### src/rtl/tmrsc_pkg.sv
`timescale 1ns/1ps
// Shared definitions for the set/clear controlled timer.
// Assumes an 8-bit register bus and a 3-bit register address.
package tmrsc_pkg;

    localparam int BUS_W  = 8;
    localparam int ADDR_W = 3;

    // Queued command codes held in control bits 7:5.
    typedef enum logic [2:0] {
        CMD_NONE    = 3'd0,
        CMD_RESTART = 3'd1,
        CMD_HALT    = 3'd2,
        CMD_LOAD    = 3'd3,
        CMD_SNAP    = 3'd4
    } cmd_e;

    // Control register layout, most significant field first.
    typedef struct packed {
        logic [2:0] cmd;
        logic [1:0] idx;
        logic       oneshot;
        logic       lock;
        logic       down;
    } ctrl_t;

    localparam logic [ADDR_W-1:0] A_CTRL_CLR = 3'd0;
    localparam logic [ADDR_W-1:0] A_CTRL_SET = 3'd1;
    localparam logic [ADDR_W-1:0] A_PER_BUF  = 3'd2;
    localparam logic [ADDR_W-1:0] A_CMP_BUF  = 3'd3;
    localparam logic [ADDR_W-1:0] A_PER_ACT  = 3'd4;
    localparam logic [ADDR_W-1:0] A_CMP_ACT  = 3'd5;
    localparam logic [ADDR_W-1:0] A_SNAP     = 3'd6;

endpackage

### src/rtl/tmrsc_presc.sv
`timescale 1ns/1ps
// Prescaler: produces a one-cycle tick once every DIV clock cycles.
// Assumes DIV >= 2. Runs freely out of reset, whatever the counter is doing.
module tmrsc_presc #(
    parameter int DIV = 4
) (
    input  logic clk,
    input  logic rst_n,
    output logic tick
);
    localparam int PW = (DIV > 1) ? $clog2(DIV) : 1;
    localparam logic [PW-1:0] LAST = PW'(DIV - 1);

    logic [PW-1:0] ph_q;

    // Phase counter that wraps after the last phase.
    always_ff @(posedge clk) begin
        if (!rst_n)            ph_q <= '0;
        else if (ph_q == LAST) ph_q <= '0;
        else                   ph_q <= ph_q + PW'(1);
    end

    assign tick = (ph_q == LAST);

    // two ticks are never adjacent, so counting is prescaled.
    a_r6_tick_spaced: assert property (@(posedge clk) disable iff (!rst_n)
        tick |=> !tick);

endmodule

### src/rtl/tmrsc_ctrl.sv
`timescale 1ns/1ps
// Control register reached through a setting alias and a clearing alias.
// Assumes at most one of clr_we/set_we is high per cycle. cmd_taken marks
// the tick on which any queued command is consumed.
module tmrsc_ctrl
    import tmrsc_pkg::*;
(
    input  logic             clk,
    input  logic             rst_n,
    input  logic             clr_we,
    input  logic             set_we,
    input  logic [BUS_W-1:0] wdata,
    input  logic             cmd_taken,
    output ctrl_t            ctrl_q
);
    ctrl_t wr_v;
    ctrl_t nxt;

    assign wr_v = ctrl_t'(wdata);

    // Next-state merge: tick consumption, then alias writes (set has the last word).
    always_comb begin
        nxt = ctrl_q;
        if (cmd_taken) nxt.cmd = '0;
        if (clr_we) begin
            if (wr_v.cmd != '0) nxt.cmd = '0;
            if (wr_v.idx != '0) nxt.idx = '0;
            nxt.oneshot = ctrl_q.oneshot & ~wr_v.oneshot;
            nxt.lock    = ctrl_q.lock    & ~wr_v.lock;
            nxt.down    = ctrl_q.down    & ~wr_v.down;
        end
        if (set_we) begin
            if (wr_v.cmd != '0) nxt.cmd = wr_v.cmd;
            nxt.idx     = ctrl_q.idx     | wr_v.idx;
            nxt.oneshot = ctrl_q.oneshot | wr_v.oneshot;
            nxt.lock    = ctrl_q.lock    | wr_v.lock;
            nxt.down    = ctrl_q.down    | wr_v.down;
        end
    end

    // Register update.
    always_ff @(posedge clk) begin
        if (!rst_n) ctrl_q <= '0;
        else        ctrl_q <= nxt;
    end

    // a consumed command reads back zero unless a new one was written.
    a_r4_cmd_self_clear: assert property (@(posedge clk) disable iff (!rst_n)
        (cmd_taken && !(set_we && wr_v.cmd != '0)) |=> ctrl_q.cmd == '0);
    // a 1 written to the direction bit through the clearing alias clears it.
    a_r2_clr_down: assert property (@(posedge clk) disable iff (!rst_n)
        (clr_we && wr_v.down) |=> !ctrl_q.down);
    // a 1 written to the lock bit through the setting alias sets it.
    a_r3_set_lock: assert property (@(posedge clk) disable iff (!rst_n)
        (set_we && wr_v.lock) |=> ctrl_q.lock);
    // a command written through the setting alias survives a same-cycle tick.
    a_r13_set_wins: assert property (@(posedge clk) disable iff (!rst_n)
        (set_we && wr_v.cmd != '0) |=> ctrl_q.cmd == $past(wr_v.cmd));

endmodule

### src/rtl/tmrsc_core.sv
`timescale 1ns/1ps
// Counter core: buffered period/compare, command execution and wrap events.
// Assumes ctrl is the registered control value and tick the prescaler pulse.
// A downward wrap reloads from the period active before that tick.
module tmrsc_core
    import tmrsc_pkg::*;
#(
    parameter int CNT_W = 8
) (
    input  logic             clk,
    input  logic             rst_n,
    input  logic             tick,
    input  ctrl_t            ctrl,
    input  logic             per_we,
    input  logic             cmp_we,
    input  logic [CNT_W-1:0] wval,
    output logic [CNT_W-1:0] cnt_q,
    output logic             running_q,
    output logic [CNT_W-1:0] per_buf_q,
    output logic [CNT_W-1:0] cmp_buf_q,
    output logic [CNT_W-1:0] per_act_q,
    output logic [CNT_W-1:0] cmp_act_q,
    output logic [CNT_W-1:0] snap_q,
    output logic             ovf_q,
    output logic             unf_q
);
    logic [2:0] cmd_now;
    logic       step, wrap_up, wrap_dn, do_copy;

    // Decode the command consumed on this tick and the counting step.
    always_comb begin
        cmd_now = tick ? ctrl.cmd : CMD_NONE;
        step    = tick && running_q && (cmd_now != CMD_RESTART) && (cmd_now != CMD_HALT);
        wrap_up = step && !ctrl.down && (cnt_q >= per_act_q);
        wrap_dn = step &&  ctrl.down && (cnt_q == '0);
        do_copy = ((wrap_up || wrap_dn) && !ctrl.lock) || (cmd_now == CMD_LOAD);
    end

    // Software-written buffers.
    always_ff @(posedge clk) begin
        if (!rst_n) begin
            per_buf_q <= '1;
            cmp_buf_q <= '0;
        end else begin
            if (per_we) per_buf_q <= wval;
            if (cmp_we) cmp_buf_q <= wval;
        end
    end

    // Active registers: load from buffers on an unlocked wrap or a load command.
    always_ff @(posedge clk) begin
        if (!rst_n) begin
            per_act_q <= '1;
            cmp_act_q <= '0;
        end else if (do_copy) begin
            per_act_q <= per_buf_q;
            cmp_act_q <= cmp_buf_q;
        end
    end

    // Count snapshot taken by the snapshot command.
    always_ff @(posedge clk) begin
        if (!rst_n)                  snap_q <= '0;
        else if (cmd_now == CMD_SNAP) snap_q <= cnt_q;
    end

    // Counter and run state: commands first, then counting with wrap and one-shot.
    always_ff @(posedge clk) begin
        if (!rst_n) begin
            cnt_q     <= '0;
            running_q <= 1'b0;
            ovf_q     <= 1'b0;
            unf_q     <= 1'b0;
        end else begin
            ovf_q <= wrap_up;
            unf_q <= wrap_dn;
            if (cmd_now == CMD_RESTART) begin
                cnt_q     <= ctrl.down ? per_act_q : '0;
                running_q <= 1'b1;
            end else if (cmd_now == CMD_HALT) begin
                running_q <= 1'b0;
            end else if (step) begin
                if (wrap_up)        cnt_q <= '0;
                else if (wrap_dn)   cnt_q <= per_act_q;
                else if (ctrl.down) cnt_q <= cnt_q - CNT_W'(1);
                else                cnt_q <= cnt_q + CNT_W'(1);
                if ((wrap_up || wrap_dn) && ctrl.oneshot) running_q <= 1'b0;
            end
        end
    end

    // the overflow pulse always coincides with a zero count.
    a_r6_ovf_zero: assert property (@(posedge clk) disable iff (!rst_n)
        ovf_q |-> cnt_q == '0);
    // without a tick the count never moves.
    a_r6_idle_hold: assert property (@(posedge clk) disable iff (!rst_n)
        !tick |=> $stable(cnt_q));
    // the underflow pulse shows the period reloaded.
    a_r7_unf_reload: assert property (@(posedge clk) disable iff (!rst_n)
        unf_q |-> cnt_q == $past(per_act_q));
    // while locked, only the load command may change the active registers.
    a_r8_lock_hold: assert property (@(posedge clk) disable iff (!rst_n)
        (ctrl.lock && cmd_now != CMD_LOAD) |=> ($stable(per_act_q) && $stable(cmp_act_q)));
    // the load command copies the buffers regardless of the lock.
    a_r9_force_copy: assert property (@(posedge clk) disable iff (!rst_n)
        (cmd_now == CMD_LOAD) |=> (per_act_q == $past(per_buf_q) && cmp_act_q == $past(cmp_buf_q)));
    // a wrap with one-shot enabled leaves the counter halted.
    a_r10_oneshot_halt: assert property (@(posedge clk) disable iff (!rst_n)
        ((wrap_up || wrap_dn) && ctrl.oneshot) |=> !running_q);
    // halt stops the counter and keeps the count.
    a_r11_halt_keep: assert property (@(posedge clk) disable iff (!rst_n)
        (cmd_now == CMD_HALT) |=> (!running_q && $stable(cnt_q)));
    // the snapshot holds the count present on its tick.
    a_r12_snap_value: assert property (@(posedge clk) disable iff (!rst_n)
        (cmd_now == CMD_SNAP) |=> snap_q == $past(cnt_q));

endmodule

### src/rtl/tmrsc_top.sv
`timescale 1ns/1ps
// Top of the set/clear controlled up/down timer.
// Assumes 1 <= CNT_W <= 8 and PRESC_DIV >= 2. Reads are combinational,
// and writes take effect at the clock edge that samples bus_we.
module tmrsc_top
    import tmrsc_pkg::*;
#(
    parameter int CNT_W     = 8,
    parameter int PRESC_DIV = 4
) (
    input  logic              clk,
    input  logic              rst_n,
    input  logic              bus_we,
    input  logic [ADDR_W-1:0] bus_waddr,
    input  logic [BUS_W-1:0]  bus_wdata,
    input  logic [ADDR_W-1:0] bus_raddr,
    output logic [BUS_W-1:0]  bus_rdata,
    output logic [CNT_W-1:0]  count_o,
    output logic              running_o,
    output logic              ovf_o,
    output logic              unf_o,
    output logic              tick_o
);
    ctrl_t            ctrl_q;
    logic             tick;
    logic             clr_we, set_we, per_we, cmp_we;
    logic [CNT_W-1:0] per_buf, cmp_buf, per_act, cmp_act, snap;

    // Zero-extend a counter-width value onto the bus.
    function automatic logic [BUS_W-1:0] zext(input logic [CNT_W-1:0] v);
        zext = '0;
        zext[CNT_W-1:0] = v;
    endfunction

    // Write address decode.
    always_comb begin
        clr_we = bus_we && (bus_waddr == A_CTRL_CLR);
        set_we = bus_we && (bus_waddr == A_CTRL_SET);
        per_we = bus_we && (bus_waddr == A_PER_BUF);
        cmp_we = bus_we && (bus_waddr == A_CMP_BUF);
    end

    tmrsc_presc #(.DIV(PRESC_DIV)) i_presc (
        .clk   (clk),
        .rst_n (rst_n),
        .tick  (tick)
    );

    tmrsc_ctrl i_ctrl (
        .clk       (clk),
        .rst_n     (rst_n),
        .clr_we    (clr_we),
        .set_we    (set_we),
        .wdata     (bus_wdata),
        .cmd_taken (tick),
        .ctrl_q    (ctrl_q)
    );

    tmrsc_core #(.CNT_W(CNT_W)) i_core (
        .clk       (clk),
        .rst_n     (rst_n),
        .tick      (tick),
        .ctrl      (ctrl_q),
        .per_we    (per_we),
        .cmp_we    (cmp_we),
        .wval      (bus_wdata[CNT_W-1:0]),
        .cnt_q     (count_o),
        .running_q (running_o),
        .per_buf_q (per_buf),
        .cmp_buf_q (cmp_buf),
        .per_act_q (per_act),
        .cmp_act_q (cmp_act),
        .snap_q    (snap),
        .ovf_q     (ovf_o),
        .unf_q     (unf_o)
    );

    assign tick_o = tick;

    // Read multiplexer; both control aliases return the same register.
    always_comb begin
        case (bus_raddr)
            A_CTRL_CLR, A_CTRL_SET: bus_rdata = ctrl_q;
            A_PER_BUF:              bus_rdata = zext(per_buf);
            A_CMP_BUF:              bus_rdata = zext(cmp_buf);
            A_PER_ACT:              bus_rdata = zext(per_act);
            A_CMP_ACT:              bus_rdata = zext(cmp_act);
            A_SNAP:                 bus_rdata = zext(snap);
            default:                bus_rdata = '0;
        endcase
    end

    // overflow and underflow never pulse together.
    a_r7_pulse_exclusive: assert property (@(posedge clk) disable iff (!rst_n)
        !(ovf_o && unf_o));

endmodule

### config.mk
export PLATFORM = sky130hd
export DESIGN_NAME = tmrsc_top
export DESIGN_NICKNAME = d
export VERILOG_FILES = /design/src/rtl/tmrsc_pkg.sv /design/src/rtl/tmrsc_presc.sv /design/src/rtl/tmrsc_ctrl.sv /design/src/rtl/tmrsc_core.sv /design/src/rtl/tmrsc_top.sv
export SDC_FILE = /design/constraint.sdc
export NUM_CORES = 1
export LEC_CHECK = 0
export BUFFER_PORTS_ARGS = -buffer_cell sky130_fd_sc_hd__buf_2
export CAP_MARGIN = 20
export CORE_ASPECT_RATIO = 1.25
export CORE_MARGIN = 2
export CORE_UTILIZATION = 45
export DETAILED_ROUTE_END_ITERATION = 10
export GPL_TIMING_DRIVEN = 0
export PLACE_DENSITY_LB_ADDON = 0.08
export SLEW_MARGIN = 20
export SYNTH_ARGS = -nofsm -noshare
export SYNTH_HDL_FRONTEND = slang
export SYNTH_HIERARCHICAL = 1
export SYNTH_SLANG_ARGS = --single-unit
export TNS_END_PERCENT = 50
### constraint.sdc
create_clock -name clk -period 6 [get_ports clk]
set_clock_uncertainty 0.1 [all_clocks]
set_input_delay 0.9 -clock clk [delete_from_list [all_inputs] [get_ports clk]]
set_output_delay 0.9 -clock clk [all_outputs]
set_load 0.01 [all_outputs]
After elaboration in Yosys (flattened, before gate mapping)
Index checks and enable logic that the tools add are counted.

storage, ports and cells
  input bits = 17
  flip-flop bits (word level) = 61
  output and inout port bits = 20
  word-level logic and storage cells = 98

operators by class
  order comparisons = 1
  mux-type cells = 19
  $add $sub $neg = 3
  reduce and logical (&&, ||, !) cells = 32
  equality and inequality tests = 17
  bitwise logic cells = 11

operator list
  kind                 number
  $mux 8               9
  $pmux 8 s6           1
  $eq 3x2->1 const B   6
  $logic_and 1x1->1    13
  $eq 3x3->1 const B   4
  $mux 3               4
  $eq 3x1->1 const B   3
  $reduce_bool 3->1    3
  $add 8x1->8 const B  1
  $ge 8x8->1           1
  $logic_not 8->1      1
  $reduce_bool 2->1    4
  $sub 8x1->8 const B  1
  $logic_not 3->1      2
  $reduce_and 2->1     3
  $mux 1               4
  $not 1->1            4
  $reduce_or 2->1      2
  $and 1x1->1          3
  $ne 3x1->1 const B   1
  $ne 3x2->1 const B   1
  $or 1x1->1           3
  $add 2x1->2 const B  1
  $eq 2x2->1 const B   1
  other kinds (5)      7

Logic depth before layout (Yosys ltp)
  depth in word-level cells = 13
  mapped depth = 9
  depth with buffers taken out = 8

Modules after synthesis
The synthesis kept the hierarchy.

by module, submodules not included
  module       cells an instance  area each (µm²)  seq. area each (µm²)  times used
  tmrsc_core   297                2635.0           1021.0                1
  tmrsc_top    64                 475.5            0.0                   1
  tmrsc_ctrl   38                 327.8            160.2                 1
  tmrsc_presc  5                  73.8             40.0                  1

Least setup slack after synthesis
No wires, ideal clock.

  kind = in2out
  start point = input port bus_raddr[0]
  end point = output port bus_rdata[2]
  buffers on the path = 2
  setup slack = 3285 ps
  arrival = 1715 ps
  stages = 5
  path through = buf_6 -> buf_12 -> mux2i_1 -> or2_0 -> a31oi_1

on the way
  cells in the longest elaborated chain, start to end = 3

ends and longest elaborated chain
  what                                           RTL line         source
  from (decl)                                    tmrsc_top.sv:16  input logic [ADDR_W-1:0] bus_raddr,
  $eq 3x1->1 or $logic_not 3->1 (tied branches)  tmrsc_top.sv:82  case (bus_raddr)
  $reduce_or 2->1                                tmrsc_top.sv:82
  $pmux 8 s6 (*)                                 tmrsc_top.sv:82
  to (decl)                                      tmrsc_top.sv:17  output logic [BUS_W-1:0] bus_rdata,

Every way passes the cells marked *; elsewhere a longest branch is shown, timed or not.

Worst setup path after layout
  start point = input port bus_raddr[2]
  end point = output port bus_rdata[3]

The elaborated chain is that of the path after synthesis.

==> impl_metrics.toml <==
[worst_setup_path]
cp-end-kind = "output port"
path_class = "in -> out"
cp.required_ps = 5000
path_cells = "buf_2 > or2_2 > clkbuf_1 > o22ai_1 > a31oi_1 > buf_2"
reg2reg_slack_ps = 3210
slowest_stage = "or2_2"
slowest_delay_ps = 290
cp_common_cell = "buf_2"
endpoint = "bus_rdata[3]"
reg2reg_to = "i_core/cnt_q[7]"
r2r_cells = 8
start_kind = "input port"
path_max_fanout = 6
r2r_start = "i_core/cnt_q[0]"
arrival_ps = 2030
cp-startpoint = "bus_raddr[2]"

[synth]
synth_seq_cells = 61
muxShareOfSynthArea_pct = 16.5
syn-num-nets = 437
yosysTopAreaCellShare_pct = 34.8
yosys.area.top_type = "dfxtp_1"
synthesis.area_mm2 = 0.00351
synth_compound_area_share_pct = 16.5
synth-seq-area-share_pct = 34.8
synth_xor_area_share_pct = 1.50
synth.most_common_cell = "dfxtp_1"
synth_top_family_by_area = "simple AND/OR/NAND/NOR gates"
async_flop_share_pct = 0
postSynthCellCount = 404
synth_flop_cell = "dfxtp_1"
netlist_top_cells_area = "dfxtp_1 35%, mux2i_1 15%, nand2_1 5.5%"
yosys_warnings = 6
synth_edf_count = 0
postSynthAreaPerCell_um2 = 8.69
synthAdderAreaFrac_pct = 5.91
ys_top_cells_by_count = "61 x dfxtp_1, 51 x mux2i_1, 51 x nand2_1, 46 x nor2_1, 21 x o21ai_0"
synthSimpleGateAreaFrac_pct = 19.0
ys_types = 61

[clock_tree]
insertion_delay_ps = 340
cts-root-buf = "clkbuf_8"
h-tree-depth = 3
post-cts-setup-buffer-count = 0
cts.sinks = 61
cts_buffers = 9
path_clk_slew_ps = 70
clockBufferDepth = 2
cts.repair.resized = 0
cts_tree = "yes"
ctsHoldBuffers = 0

[floorplan]
fp-row-count = 36
die_width_um = 83.0
coreArea_mm2 = 0.00770
die_y_um = 103
dieArea_mm2 = 0.00853
ios = 37
start_util_pct = 45.6

[layout]
n_antenna_cell = 0
multi_input_area_mm2 = 0.00208
layout.cells.non_filler = 549
ff_latch_area_mm2 = 0.00122
fin_nets = 483
area_delta_synth_final_pct = 13.8
n_fill_cell = 780
drive_above_1_share_pct = 16.1

[sta]
slew-limit-headroom_pct = 31.5
rsz0062_at_grt = "no"
worst_slew_pin_slew_ps = 1010
slew_violations = 0
finalSetupTns_ps = 0
fmax_mhz = 330
layout_min_cycle_time_ps = 3030
finalCritPeriodShare_pct = 50.5
hold_viol = 0
setup-violations-final = 0

[run_status]
status = "completed"

[placed_design]
place_congestion = 0.909
portBuffers = 35
dp_hpwl_um = 6880
dp_cells = 534

[routing]
drc = 0
drt-initial-drc-count = 110
vias = 3058
detail-route-antenna-nets = 0
vias_per_cell = 5.57
wire_per_inst_um = 16.5
dr.pass1.iters = 4
totalWireLength_um = 9040

[power]
switching_share_pct = 25.4
p_per_area_mw_per_mm2 = 213
vdd_drop_max_v = 0.000128
seqPwrFrac_pct = 49.0
clockPowerShare_pct = 41.3
power_switching_uw = 216
intPower_uw = 635
power_leakage_uw = 0.00172
share_comb_of_total_power_pct = 9.6

[run]
cap_violations = 0

[global_routing]
grt_overflow = 0
grt_pass1_wl_um = 15000
grt_max_degree = 15
antenna_found_initial = 0
track_usage_pct = 22.3
grt_pass1_vias = 2991

[hold_path]
hold_path_class = "reg -> reg"
whs_path_depth = 1
## metal layers
metal	up-vias	part of all wire, %	track usage [%]
li1	1528	-	-
met1	1459	44	25.8
met2	58	51	41.4
met3	13	3.5	4.72
met4	0	1.5	7.06
met5	-	0	0
## state kept, by name, indices dropped and copies added, names as in the netlist
| register | cells |
|---|---|
| i_core/per_act_q | 8 |
| i_core/cmp_buf_q | 8 |
| i_presc/ph_q | 2 |
| i_core/per_buf_q | 8 |
| i_core/snap_q | 8 |
| i_core/ovf_q | 1 |
| i_ctrl/ctrl_q | 8 |
| i_core/cmp_act_q | 8 |
| i_core/unf_q | 1 |
| i_core/cnt_q | 8 |
| i_core/running_q | 1 |
## power by group through the flow
stage / Sequential [uW] / Combinational (uW) / Clock (uW)
after floorplan: 424 / 53.0 / 0
after global placement: 426 / 81.3 / 0
after detailed placement: 426 / 82.6 / 0
after CTS: 417 / 82.9 / 365
after global routing: 418 / 90.7 / 387
final: 417 / 82.1 / 351
## cell families (layout without fill, tap and decap cells)
kind of cell               count (synthesis)  count (layout)
and+or+nand+nor                          140             140
AOI/OAI and AO/OA                         82              82
DFF                                       61              61
muxes                                     57              57
buffers and inverters                     42              92
adders and majority gates                 16              16
xor gates and xnor gates                   6               6
## per-stage QoR
step | util [%] | cell area (um2) | hold WS [ps] | total power, uW | worst slack [ps]
6_report | 51.9 | 4000 | 345 | 851 | 2970
2_1_floorplan | - | 3510 | 319 | 477 | 3290
4_1_cts | 51.9 | 4000 | 347 | 865 | 2980
5_1_grt | 51.9 | 4000 | 378 | 896 | 2890
3_3_place_gp | 49.4 | 3810 | 330 | 507 | 2970
3_5_place_dp | 49.4 | 3810 | 337 | 509 | 3000
## cell usage in the layout (no fill, tap or decap), types with 4 or more instances in the layout
cell / n
a211oi_1: 6
a21oi_1: 5
a31oi_1: 10
buf_2: 36
clkbuf_1: 15
clkbuf_8: 9
dfxtp_1: 61
ha_1: 15
inv_1: 20
mux2_2: 6
mux2i_1: 51
nand2_1: 51
nand3_1: 4
nand4_1: 4
nor2_1: 46
nor2b_1: 7
o21ai_0: 21
o22ai_1: 7
or2_0: 4
xnor2_1: 5
## how the worst min path moves through the flow
| stage | from | endpoint | slack [ps] |
|---|---|---|---|
| 2_1_floorplan | i_presc/ph_q[0] | i_presc/ph_q[0] | 320 |
| 3_3_place_gp | i_presc/ph_q[0] | i_presc/ph_q[0] | 330 |
| 3_5_place_dp | i_presc/ph_q[0] | i_presc/ph_q[0] | 340 |
| 4_1_cts | i_presc/ph_q[0] | i_presc/ph_q[0] | 350 |
| 5_1_grt | i_presc/ph_q[0] | i_presc/ph_q[0] | 380 |
| 6_report | i_presc/ph_q[0] | i_presc/ph_q[0] | 340 |
## worst max-delay path, delay by kind of cell
| family | cells | cell delay [ps] |
|---|---|---|
| AO/OA/AOI/OAI | 2 | 330 |
| buffers and inverters | 3 | 490 |
| AND/OR/NAND/NOR | 1 | 290 |
## cell type report
type                    count  share of cell area (%)
clock inverters             6                    1.63
plain buffers              21                    3.26
well taps                  95                    2.98
repair buffers             35                    4.38
inverters                  21                    1.97
clock buffers               9                    3.10
flip-flops and latches     61                    30.6
multi-input cells         301                    52.1
Note: power is estimated with default switching activity, not from simulation.
